**src/rtl/gated_dec_pkg.sv**
```systemverilog
`timescale 1ns/1ps
package gated_dec_pkg;
  localparam int unsigned DEC_SEL_W = 3;

  // All three qualifiers must be asserted together.
  function automatic logic dec_enabled(input logic low_a, input logic low_b,
                                       input logic high_c);
    return (~low_a) & (~low_b) & high_c;
  endfunction
endpackage

```
**src/rtl/gated_dec_enable.sv**
```systemverilog
`timescale 1ns/1ps
module gated_dec_enable (
  input  logic en1_n,
  input  logic en2_n,
  input  logic en3,
  output logic en_ok
);
  import gated_dec_pkg::*;

  assign en_ok = dec_enabled(en1_n, en2_n, en3);

  always_comb begin
    if (en1_n) a_r2_low1_blocks: assert (!en_ok);
    if (en2_n) a_r3_low2_blocks: assert (!en_ok);
    if (!en3)  a_r4_high_blocks: assert (!en_ok);
  end
endmodule

```
**src/rtl/gated_dec_onehot.sv**
```systemverilog
`timescale 1ns/1ps
module gated_dec_onehot #(
  parameter int unsigned SEL_W = 3,
  localparam int unsigned OUT_N = 1 << SEL_W
) (
  input  logic [SEL_W-1:0] sel,
  output logic [OUT_N-1:0] hot
);
  for (genvar i = 0; i < OUT_N; i++) begin : g_line
    assign hot[i] = (sel == SEL_W'(i));
  end

  always_comb begin
    a_r5_single_hot: assert ($onehot0(hot));
  end
endmodule

```
**src/rtl/gated_dec_drive.sv**
```systemverilog
`timescale 1ns/1ps
module gated_dec_drive #(
  parameter int unsigned OUT_N = 8
) (
  input  logic [OUT_N-1:0] hot,
  input  logic             en_ok,
  output logic [OUT_N-1:0] y_n
);
  assign y_n = ~(hot & {OUT_N{en_ok}});
endmodule

```
**src/rtl/gated_dec3to8.sv**
```systemverilog
`timescale 1ns/1ps
module gated_dec3to8 #(
  parameter int unsigned SEL_W = gated_dec_pkg::DEC_SEL_W,
  localparam int unsigned OUT_N = 1 << SEL_W
) (
  input  logic [SEL_W-1:0] sel,
  input  logic             en1_n,
  input  logic             en2_n,
  input  logic             en3,
  output logic [OUT_N-1:0] y_n
);
  logic             en_ok;
  logic [OUT_N-1:0] hot;

  gated_dec_enable u_en (
    .en1_n (en1_n),
    .en2_n (en2_n),
    .en3   (en3),
    .en_ok (en_ok)
  );

  gated_dec_onehot #(.SEL_W(SEL_W)) u_hot (
    .sel (sel),
    .hot (hot)
  );

  gated_dec_drive #(.OUT_N(OUT_N)) u_drv (
    .hot   (hot),
    .en_ok (en_ok),
    .y_n   (y_n)
  );

  always_comb begin
    a_r5_at_most_one_low: assert ($countones(~y_n) <= 1);
    a_r6_low_iff_enabled: assert (((~y_n) != '0) == en_ok);
    if (en_ok) a_r1_selected_low: assert (y_n[sel] == 1'b0);
    else       a_r4_idle_high: assert (&y_n);
  end
endmodule

```
**config.mk**
```make
export PLATFORM = sky130hd
export DESIGN_NAME = gated_dec3to8
export DESIGN_NICKNAME = d
export VERILOG_FILES = /design/src/rtl/gated_dec_pkg.sv /design/src/rtl/gated_dec_enable.sv /design/src/rtl/gated_dec_onehot.sv /design/src/rtl/gated_dec_drive.sv /design/src/rtl/gated_dec3to8.sv
export SDC_FILE = /design/constraint.sdc
export NUM_CORES = 1
export LEC_CHECK = 0
export ABC_AREA = 1
export BUFFER_PORTS_ARGS = -buffer_cell sky130_fd_sc_hd__buf_2
export CORE_AREA = 3 3 40 42
export DETAILED_ROUTE_END_ITERATION = 8
export DIE_AREA = 0 0 43 45
export PLACE_DENSITY = 0.4
export SKIP_LAST_GASP = 1
export SYNTH_ARGS = -nofsm -noshare
export SYNTH_HDL_FRONTEND = slang
export SYNTH_SLANG_ARGS = --single-unit
```
**constraint.sdc**
```tcl
create_clock -name vclk -period 0.8
set_clock_uncertainty 0.15 [all_clocks]
set_input_delay 0 -clock vclk [all_inputs]
set_output_delay 0 -clock vclk [all_outputs]
set_load 0.02 [all_outputs]
```
==> results of run 1 <==
==> routing by layer <==
metal,track usage [%],vias to the layer above
li1,-,102
met1,5.48,68
met2,5.09,11
met3,0.797,0
met4,0,0
met5,0,-
==> layout make-up <==
cell class | instances | area [um2] | area share [%]
well taps | 15 | 18.8 | 8.72
repair buffers | 14 | 88.8 | 41.3
multi-input cells | 22 | 92.6 | 43.0
inverters | 4 | 15.0 | 6.98
==> stage by stage <==
stage	area (um2)	TNS [ps]
floorplan	105	0
global placement	194	0
detailed placement	194	0
CTS	194	0
global route	215	-50.5
finish	215	0
==> worst max-delay path by stage <==
stage / end / slack, ps / cells after the start
finish: y_n[4] / 20 / 6
detailed placement: y_n[4] / 40 / 6
floorplan: y_n[0] / 250 / 4
global route: y_n[5] / -10 / 6
CTS: y_n[4] / 40 / 6
global placement: y_n[4] / 40 / 6
==> placed cells by master (no fill, tap or decap) <==
cell / n
sky130_fd_sc_hd__inv_2: 1
sky130_fd_sc_hd__buf_6: 3
sky130_fd_sc_hd__nor2_1: 8
sky130_fd_sc_hd__nor2_4: 1
sky130_fd_sc_hd__nand2_2: 1
sky130_fd_sc_hd__nand2_1: 12
sky130_fd_sc_hd__inv_1: 3
sky130_fd_sc_hd__buf_2: 11
==> critical path, cell delays in order <==
cell and delay (ps):
sky130_fd_sc_hd__buf_2 90, sky130_fd_sc_hd__inv_1 50, sky130_fd_sc_hd__nand2_2 60, sky130_fd_sc_hd__nor2_4 190
sky130_fd_sc_hd__nand2_1 80, sky130_fd_sc_hd__buf_2 160
==> power groups by stage <==
stage,Clock (mW),Combinational (mW),Sequential [mW]
floorplan,0,0.0330,0
global placement,0,0.0609,0
detailed placement,0,0.0616,0
CTS,0,0.0617,0
global route,0,0.0728,0
finish,0,0.0650,0
==> kinds of logic (layout without fill, tap and decap cells) <==
| group | count (synthesis) | in the layout | synth area share [%] |
|---|---|---|---|
| simple gates | 22 | 22 | 85.7 |
| buf+inv | 4 | 18 | 14.3 |
==> impl_results.md, run 1 <==
- Sequential fraction of design power: 0%
- Initial Util: 8.18%
- # hold bufs at CTS: 0
- Worst Hold Class: in2out
- Ant. Diodes: 0
- Final setup fails: 0
- Worst setup path startpoint: en2_n
- Filler Cells Inserted: 158
- Average cell area after synthesis: 4.04 um2
- Hold Path Stages: 4
- Total via count after detailed routing: 181
- Setup repair after global routing missed its margin: true
- Final hold vios: 0
- Number of global-route vias before repair: 138
- Most repeated cell in the gate-level netlist after synthesis: sky130_fd_sc_hd__nand2_1
- Net switching component of the power: 0.0394 mW
- Maxcap violations: 0
- Final Power: 0.0650 mW
- Total gr overflow: 0
- Endpoint of the worst hold path: y_n[3]
- Fraction of the cycle the final worst path needs: 97.0%
- CP Launch Type: input port
- Part of the power in combinational logic: 100.0%
- Worst path required time: 650 ps
- Outcome: completed
- Placed insts: 55
- Number of antenna violations at the first check in global routing: 0
- Number of gates given a new drive strength after cts: 0
- Post-detail-place hpwl: 333 um
- Hold slack: 185 ps
- PD cells: 302 nW/um2
- Arrival time at the worst endpoint: 630 ps
- Final Routed Wirelength: 376 um
- Metal-1 WL: 190 um
- Netlist area before placement: 105 um2
- Post-place setup slack: 39.0 ps
- Ports: 14
- Most instantiated cells after synthesis: sky130_fd_sc_hd__nand2_1 (13), sky130_fd_sc_hd__nor2_1 (8), sky130_fd_sc_hd__inv_1 (3)
- Pin count of the biggest net entering global routing: 9
- Part of the power in the clock network: 0%
- Via/cell ratio: 3.29
- Worst Tran Pin Value: 183 ps
- Sequential cell area fraction in the yosys report: 0%
- Max layer used: met3
- Dominant cells by area after synthesis: sky130_fd_sc_hd__nand2_1 (46%), sky130_fd_sc_hd__nor2_1 (29%), sky130_fd_sc_hd__inv_1 (11%)
- Quantity of I/O buffers inserted on ports: 14
- Slew Limit Fails: 0
- Static leakage power: 0.105 nW
- Floorplan die area: 1940 um2
- Tot GR Track Use: 3.48%
- Crit path setup slack, layout: 24.1 ps
- Synthesis warning total: 0
- Number of nets at the end of the flow: 48
- Met3 Wirelength: 57 um
- Core Region: 1280 um2
- Worst slew margin relative to its limit: 87.7%
- Unique cell type count in the Yosys netlist: 5
- Site Rows: 13
- Clock Buffer Count: 0
- Post-route core utilization: 16.7%
- Synth top area share: 46.4%
- Sw Share: 60.6%
- Length of the first detailed-routing pass in iterations: 2
- Global-route wire length before repair: 565 um
- Number of cells in the finished layout apart from fillers: 55
- Chip Height: 45 um
- Ratio of cells with drive above 1 in the final layout: 42.5%
- Number of DRC markers in iteration 0: 1
- Final antenna-violating net count: 0
- Top cell type by total area after synthesis: sky130_fd_sc_hd__nand2_1
- Critical Path Fanout Max: 8
- Post-route minimum period: 776 ps
- Setup Buffers After CTS: 0
- Startpoint of the tightest hold check path: en1_n
- Wire per inst: 6.84 um
- Gpl congestion: 0.706
- Post-synthesis cell count: 26
- Layout-stage area growth over the synthesis result: 105%
- Routed wl met2: 128 um
- Sequential cell count: 0
- Register Area: 0 um2
- Die Wd: 43 um
- Crit path kind: in2out
- Internal portion of total power: 0.0256 mW
- DRC viols: 0
- Syn_nets: 32
- Max rail drop VDD: 0.0000536 V
- Top achievable clock speed: 1290 MHz
- Sort of element at the end of the critical path: output pin
No activity file was read; power rests on OpenSTA's default activity.
==> run 2: changes to the inputs <==
--- a/config.mk
+++ b/config.mk
@@ -10,7 +10,7 @@
 export CORE_AREA = 3 3 40 42
 export DETAILED_ROUTE_END_ITERATION = 8
 export DIE_AREA = 0 0 43 45
-export PLACE_DENSITY = 0.4
+export PLACE_DENSITY = 0.39
 export SKIP_LAST_GASP = 1
 export SYNTH_ARGS = -nofsm -noshare
 export SYNTH_HDL_FRONTEND = slang
==> constraint.sdc (replaced) <==
create_clock -name vclk -period 1
set_clock_uncertainty 0.15 [all_clocks]
set_input_delay 0 -clock vclk [all_inputs]
set_output_delay 0 -clock vclk [all_outputs]
set_load 0.02 [all_outputs]
==> run 2 against run 1 <==
Effect of this change: combinational power decreased by 26%; critical path depth unchanged; design area fell by 9.9%; die area stayed put; global-route usage fell by 0.083 points; worst hold slack better by 18 ps; sequential cell count stayed put; highest routed layer unchanged.
==> impl_results.md, run 2 (synthesized netlist as in run 1, its figures left out) <==
- Final Power: 0.0482 mW
- Register Area: 0 um2
- Final Routed Wirelength: 355 um
- Core Region: 1280 um2
- Global-route wire length before repair: 545 um
- Placed insts: 55
- Number of DRC markers in iteration 0: 2
- Ratio of cells with drive above 1 in the final layout: 40.0%
- DRC viols: 0
- Crit path kind: in2out
- Static leakage power: 0.0940 nW
- PD cells: 248 nW/um2
- Total via count after detailed routing: 178
- Top achievable clock speed: 1340 MHz
- Tot GR Track Use: 3.40%
- Pin count of the biggest net entering global routing: 9
- Length of the first detailed-routing pass in iterations: 4
- Via/cell ratio: 3.24
- Setup repair after global routing missed its margin: false
- Ports: 14
- Arrival time at the worst endpoint: 600 ps
- Most common cell after layout, fill and taps aside: sky130_fd_sc_hd__buf_2
- Total gr overflow: 0
- Layout-stage area growth over the synthesis result: 84.5%
- Worst path required time: 850 ps
- Worst slew margin relative to its limit: 88.5%
- Outcome: completed
- Most used cells in the layout excluding fill and tap cells: sky130_fd_sc_hd__buf_2 (14), sky130_fd_sc_hd__nand2_1 (13), sky130_fd_sc_hd__nor2_1 (8), sky130_fd_sc_hd__inv_1 (3)
- Number of global-route vias before repair: 131
- Final hold vios: 0
- Number of gates given a new drive strength after cts: 0
- Critical Path Fanout Max: 8
- Chip Height: 45 um
- Final antenna-violating net count: 0
- TNS Setup: 0 ps
- Die Wd: 43 um
- CP Launch Type: input port
- Number of nets at the end of the flow: 48
- Post-route minimum period: 748 ps
- Clock Buffer Count: 0
- Worst Tran Pin Value: 173 ps
- Number of antenna violations at the first check in global routing: 0
- Initial Util: 8.18%
- Site Rows: 13
- Final setup fails: 0
- Slew Limit Fails: 0
- Setup Buffers After CTS: 0
- Maxcap violations: 0
- Fraction of the cycle the final worst path needs: 74.8%
- # hold bufs at CTS: 0
- Wire per inst: 6.45 um
- Gpl congestion: 0.661
- Sequential cell count: 0
- Floorplan die area: 1940 um2
- Sort of element at the end of the critical path: output pin
- Quantity of I/O buffers inserted on ports: 14
- Post-route core utilization: 15.1%
- Max rail drop VDD: 0.0000362 V
- Ant. Diodes: 0
- Worst Hold Class: in2out
- Number of cells in the finished layout apart from fillers: 55
run 2: changes by cell type in the layout (fill, tap and decap cells not counted):
cell                      delta
sky130_fd_sc_hd__buf_2       +3
sky130_fd_sc_hd__buf_6       -3
sky130_fd_sc_hd__nand2_1     +1
sky130_fd_sc_hd__nand2_2     -1
run 2: path summary, 6_finish.rpt:
path	startpoint	slack [ps]	cells past startpoint	endpoint
setup / recovery	en2_n	250	6	y_n[1]
hold / removal	en1_n	200	4	y_n[3]
run 2: worst max-delay path: stages:
cell	delay (ps)
sky130_fd_sc_hd__buf_2	90
sky130_fd_sc_hd__inv_1	40
sky130_fd_sc_hd__nand2_1	70
sky130_fd_sc_hd__nor2_4	160
sky130_fd_sc_hd__nand2_1	70
sky130_fd_sc_hd__buf_2	160
run 2: report_power, final:
| part | switching [mW] | leakage [nW] | internal, mW |
|---|---|---|---|
| clock | 0 | 0 | 0 |
| combinational | 0.0297 | 0.0940 | 0.0184 |
| sequential | 0 | 0 | 0 |
| total | 0.0297 | 0.0940 | 0.0184 |
run 2: cell type report:
cell class / instances / area (um2)
inverter: 4 / 15.0
fill: 164 / 1090
multi-input combinational: 22 / 90.1
timing repair buffer: 14 / 70.1
tap: 15 / 18.8
run 2: layer usage:
| layer | track usage [%] | part of all wire [%] | routed length (um) |
|---|---|---|---|
| met2 | 5.69 | 38 | 134 |
| met4 | 0 | 0 | 0 |
| met3 | 0.797 | 17 | 62 |
| met5 | 0 | 0 | 0 |
| met1 | 4.76 | 45 | 158 |
run 2: through the flow:
stage | worst slack, ps | hold slack, ps | area (um2)
CTS | 233 | 210 | 194
finish | 252 | 203 | 194
global placement | 237 | 205 | 194
floorplan | 446 | 23.0 | 105
detailed placement | 232 | 207 | 194
global route | 191 | 228 | 194
==> run 3: changes to the inputs <==
==> constraint.sdc (replaced) <==
create_clock -name vclk -period 0.8
set_clock_uncertainty 0.15 [all_clocks]
set_input_delay 0 -clock vclk [all_inputs]
set_output_delay 0 -clock vclk [all_outputs]
set_load 0.02 [all_outputs]
==> run 3 against run 2 <==
Effect of this change: first-iteration DRC count rose by 100%; via count rose by 2.8%; sequential share of layout area did not move; core utilization rose by 2.6 points; count of clock-buffer cells in the layout did not move; non-clock buffer count did not move; critical path type unchanged; critical endpoint is now y_n[2]; largest power group unchanged.
==> impl_results.md, run 3 (synthesized netlist as in run 1, its figures left out) <==
- Most used cells in the layout excluding fill and tap cells: sky130_fd_sc_hd__nand2_1 (12), sky130_fd_sc_hd__buf_2 (9), sky130_fd_sc_hd__nor2_1 (8), sky130_fd_sc_hd__buf_6 (5), sky130_fd_sc_hd__inv_1 (3)
- Placed insts: 55
- Register Area: 0 um2
- Number of global-route vias before repair: 146
- Gpl congestion: 0.594
- Initial Util: 8.18%
- DRC viols: 0
- Final setup fails: 0
- Layout-stage area growth over the synthesis result: 117%
- Top achievable clock speed: 1330 MHz
- Wire per inst: 6.98 um
- Static leakage power: 0.113 nW
- Part of the power in combinational logic: 100.0%
- Floorplan die area: 1940 um2
- Net switching component of the power: 0.0391 mW
- Internal portion of total power: 0.0265 mW
- Post-route minimum period: 754 ps
- Die Wd: 43 um
- Stage delay of the slowest cell on the critical path: 160 ps
- Via/cell ratio: 3.33
- Arrival time at the worst endpoint: 600 ps
- Ant. Diodes: 0
- Hold Path Stages: 4
- Startpoint of the tightest hold check path: en1_n
- Cell class contributing the biggest share of worst-path delay: simple AND/OR/NAND/NOR gates
- Global-route wire length before repair: 593 um
- Part of the power in the clock network: 0%
- Post-route core utilization: 17.7%
- Most common cell after layout, fill and taps aside: sky130_fd_sc_hd__nand2_1
- Slowest cell on the critical path: sky130_fd_sc_hd__nor2_4
- Number of cells in the finished layout apart from fillers: 55
- Crit path kind: in2out
- Final hold vios: 0
- Post-detail-place hpwl: 340 um
- Outcome: completed
- Worst path required time: 650 ps
- Sequential fraction of design power: 0%
- Setup repair after global routing missed its margin: true
- Maxcap violations: 0
- Worst Tran Pin Value: 183 ps
- Final Routed Wirelength: 384 um
- Core Region: 1280 um2
- Crit path buf inv count: 3
- Endpoint of the worst hold path: y_n[5]
- Ratio of cells with drive above 1 in the final layout: 42.5%
- Chip Height: 45 um
- Slew Limit Fails: 0
- Setup Buffers After CTS: 0
- Sort of element at the end of the critical path: output pin
- Pin count of the biggest net entering global routing: 9
- Tot GR Track Use: 3.65%
- Hold slack: 182 ps
- Site Rows: 13
- Quantity of I/O buffers inserted on ports: 14
- Final antenna-violating net count: 0
- Worst Hold Class: in2out
- Cell chain of the critical path: buf_2 -> inv_1 -> nand2_2 -> nor2_4 -> nand2_1 -> buf_6
- Total gr overflow: 0
- Filler Cells Inserted: 149
- Final Power: 0.0656 mW
- Ports: 14
- Sequential cell count: 0
- Fraction of the cycle the final worst path needs: 94.2%
- Number of antenna violations at the first check in global routing: 0
- Worst slew margin relative to its limit: 87.8%
- Total via count after detailed routing: 183
- CP Launch Type: input port
- Length of the first detailed-routing pass in iterations: 4
- Sw Share: 59.6%
- Max rail drop VDD: 0.0000530 V
- Critical Path Fanout Max: 8
- PD cells: 288 nW/um2
- Clock Buffer Count: 0
- Number of nets at the end of the flow: 48
- Number of DRC markers in iteration 0: 4
==> run 3: cell types whose count changed in the layout (fill, tap and decap cells not counted) <==
cell / before / now
sky130_fd_sc_hd__buf_2: 14 / 9
sky130_fd_sc_hd__nand2_1: 13 / 12
sky130_fd_sc_hd__nand2_2: 0 / 1
sky130_fd_sc_hd__buf_6: 0 / 5
==> run 3: what timing repair did <==
item | in CTS | in global routing
hold buffers | 0 | 0
endpoints found under the setup margin | 0 | 7
gates resized for setup | 0 | 11
==> run 3: per-layer routing <==
metal  GRT usage (%)  vias up  part of all wire, %
li1                -      103                    -
met1            5.48       70                   54
met2            5.99       10                   35
met3           0.398        0                   11
met4               0        0                    0
met5               0        -                    0
==> run 3: metrics by stage <==
stage	setup WS [ps]	cell area [um2]	TNS, ps
6_report	46.1	228	0
5_1_grt	-26.9	228	-81.6
4_1_cts	13.5	194	0
3_5_place_dp	15.4	194	0
3_3_place_gp	38.2	194	0
2_1_floorplan	246	105	0
==> run 3: how the worst max path moves through the flow <==
stage	from	to	slack (ps)	depth (start not counted)
4_1_cts	en2_n	y_n[4]	10	6
3_5_place_dp	en2_n	y_n[4]	20	6
5_1_grt	en2_n	y_n[7]	-30	6
6_report	en2_n	y_n[2]	50	6
3_3_place_gp	en2_n	y_n[3]	40	6
2_1_floorplan	en2_n	y_n[0]	250	4
==> run 3: final cells by class <==
cell class                 count  area, um2  share of cell area (%)
tap                           15       18.8                    8.24
multi-input combinational     22       92.6                    40.7
timing repair buffer          14        101                    44.5
inverter                       4       15.0                    6.59
==> run 3: power groups by stage <==
stage | combinational, mW | clock [mW] | sequential (mW)
floorplan | 0.0330 | 0 | 0
global placement | 0.0617 | 0 | 0
detailed placement | 0.0617 | 0 | 0
CTS | 0.0619 | 0 | 0
global route | 0.0736 | 0 | 0
finish | 0.0656 | 0 | 0
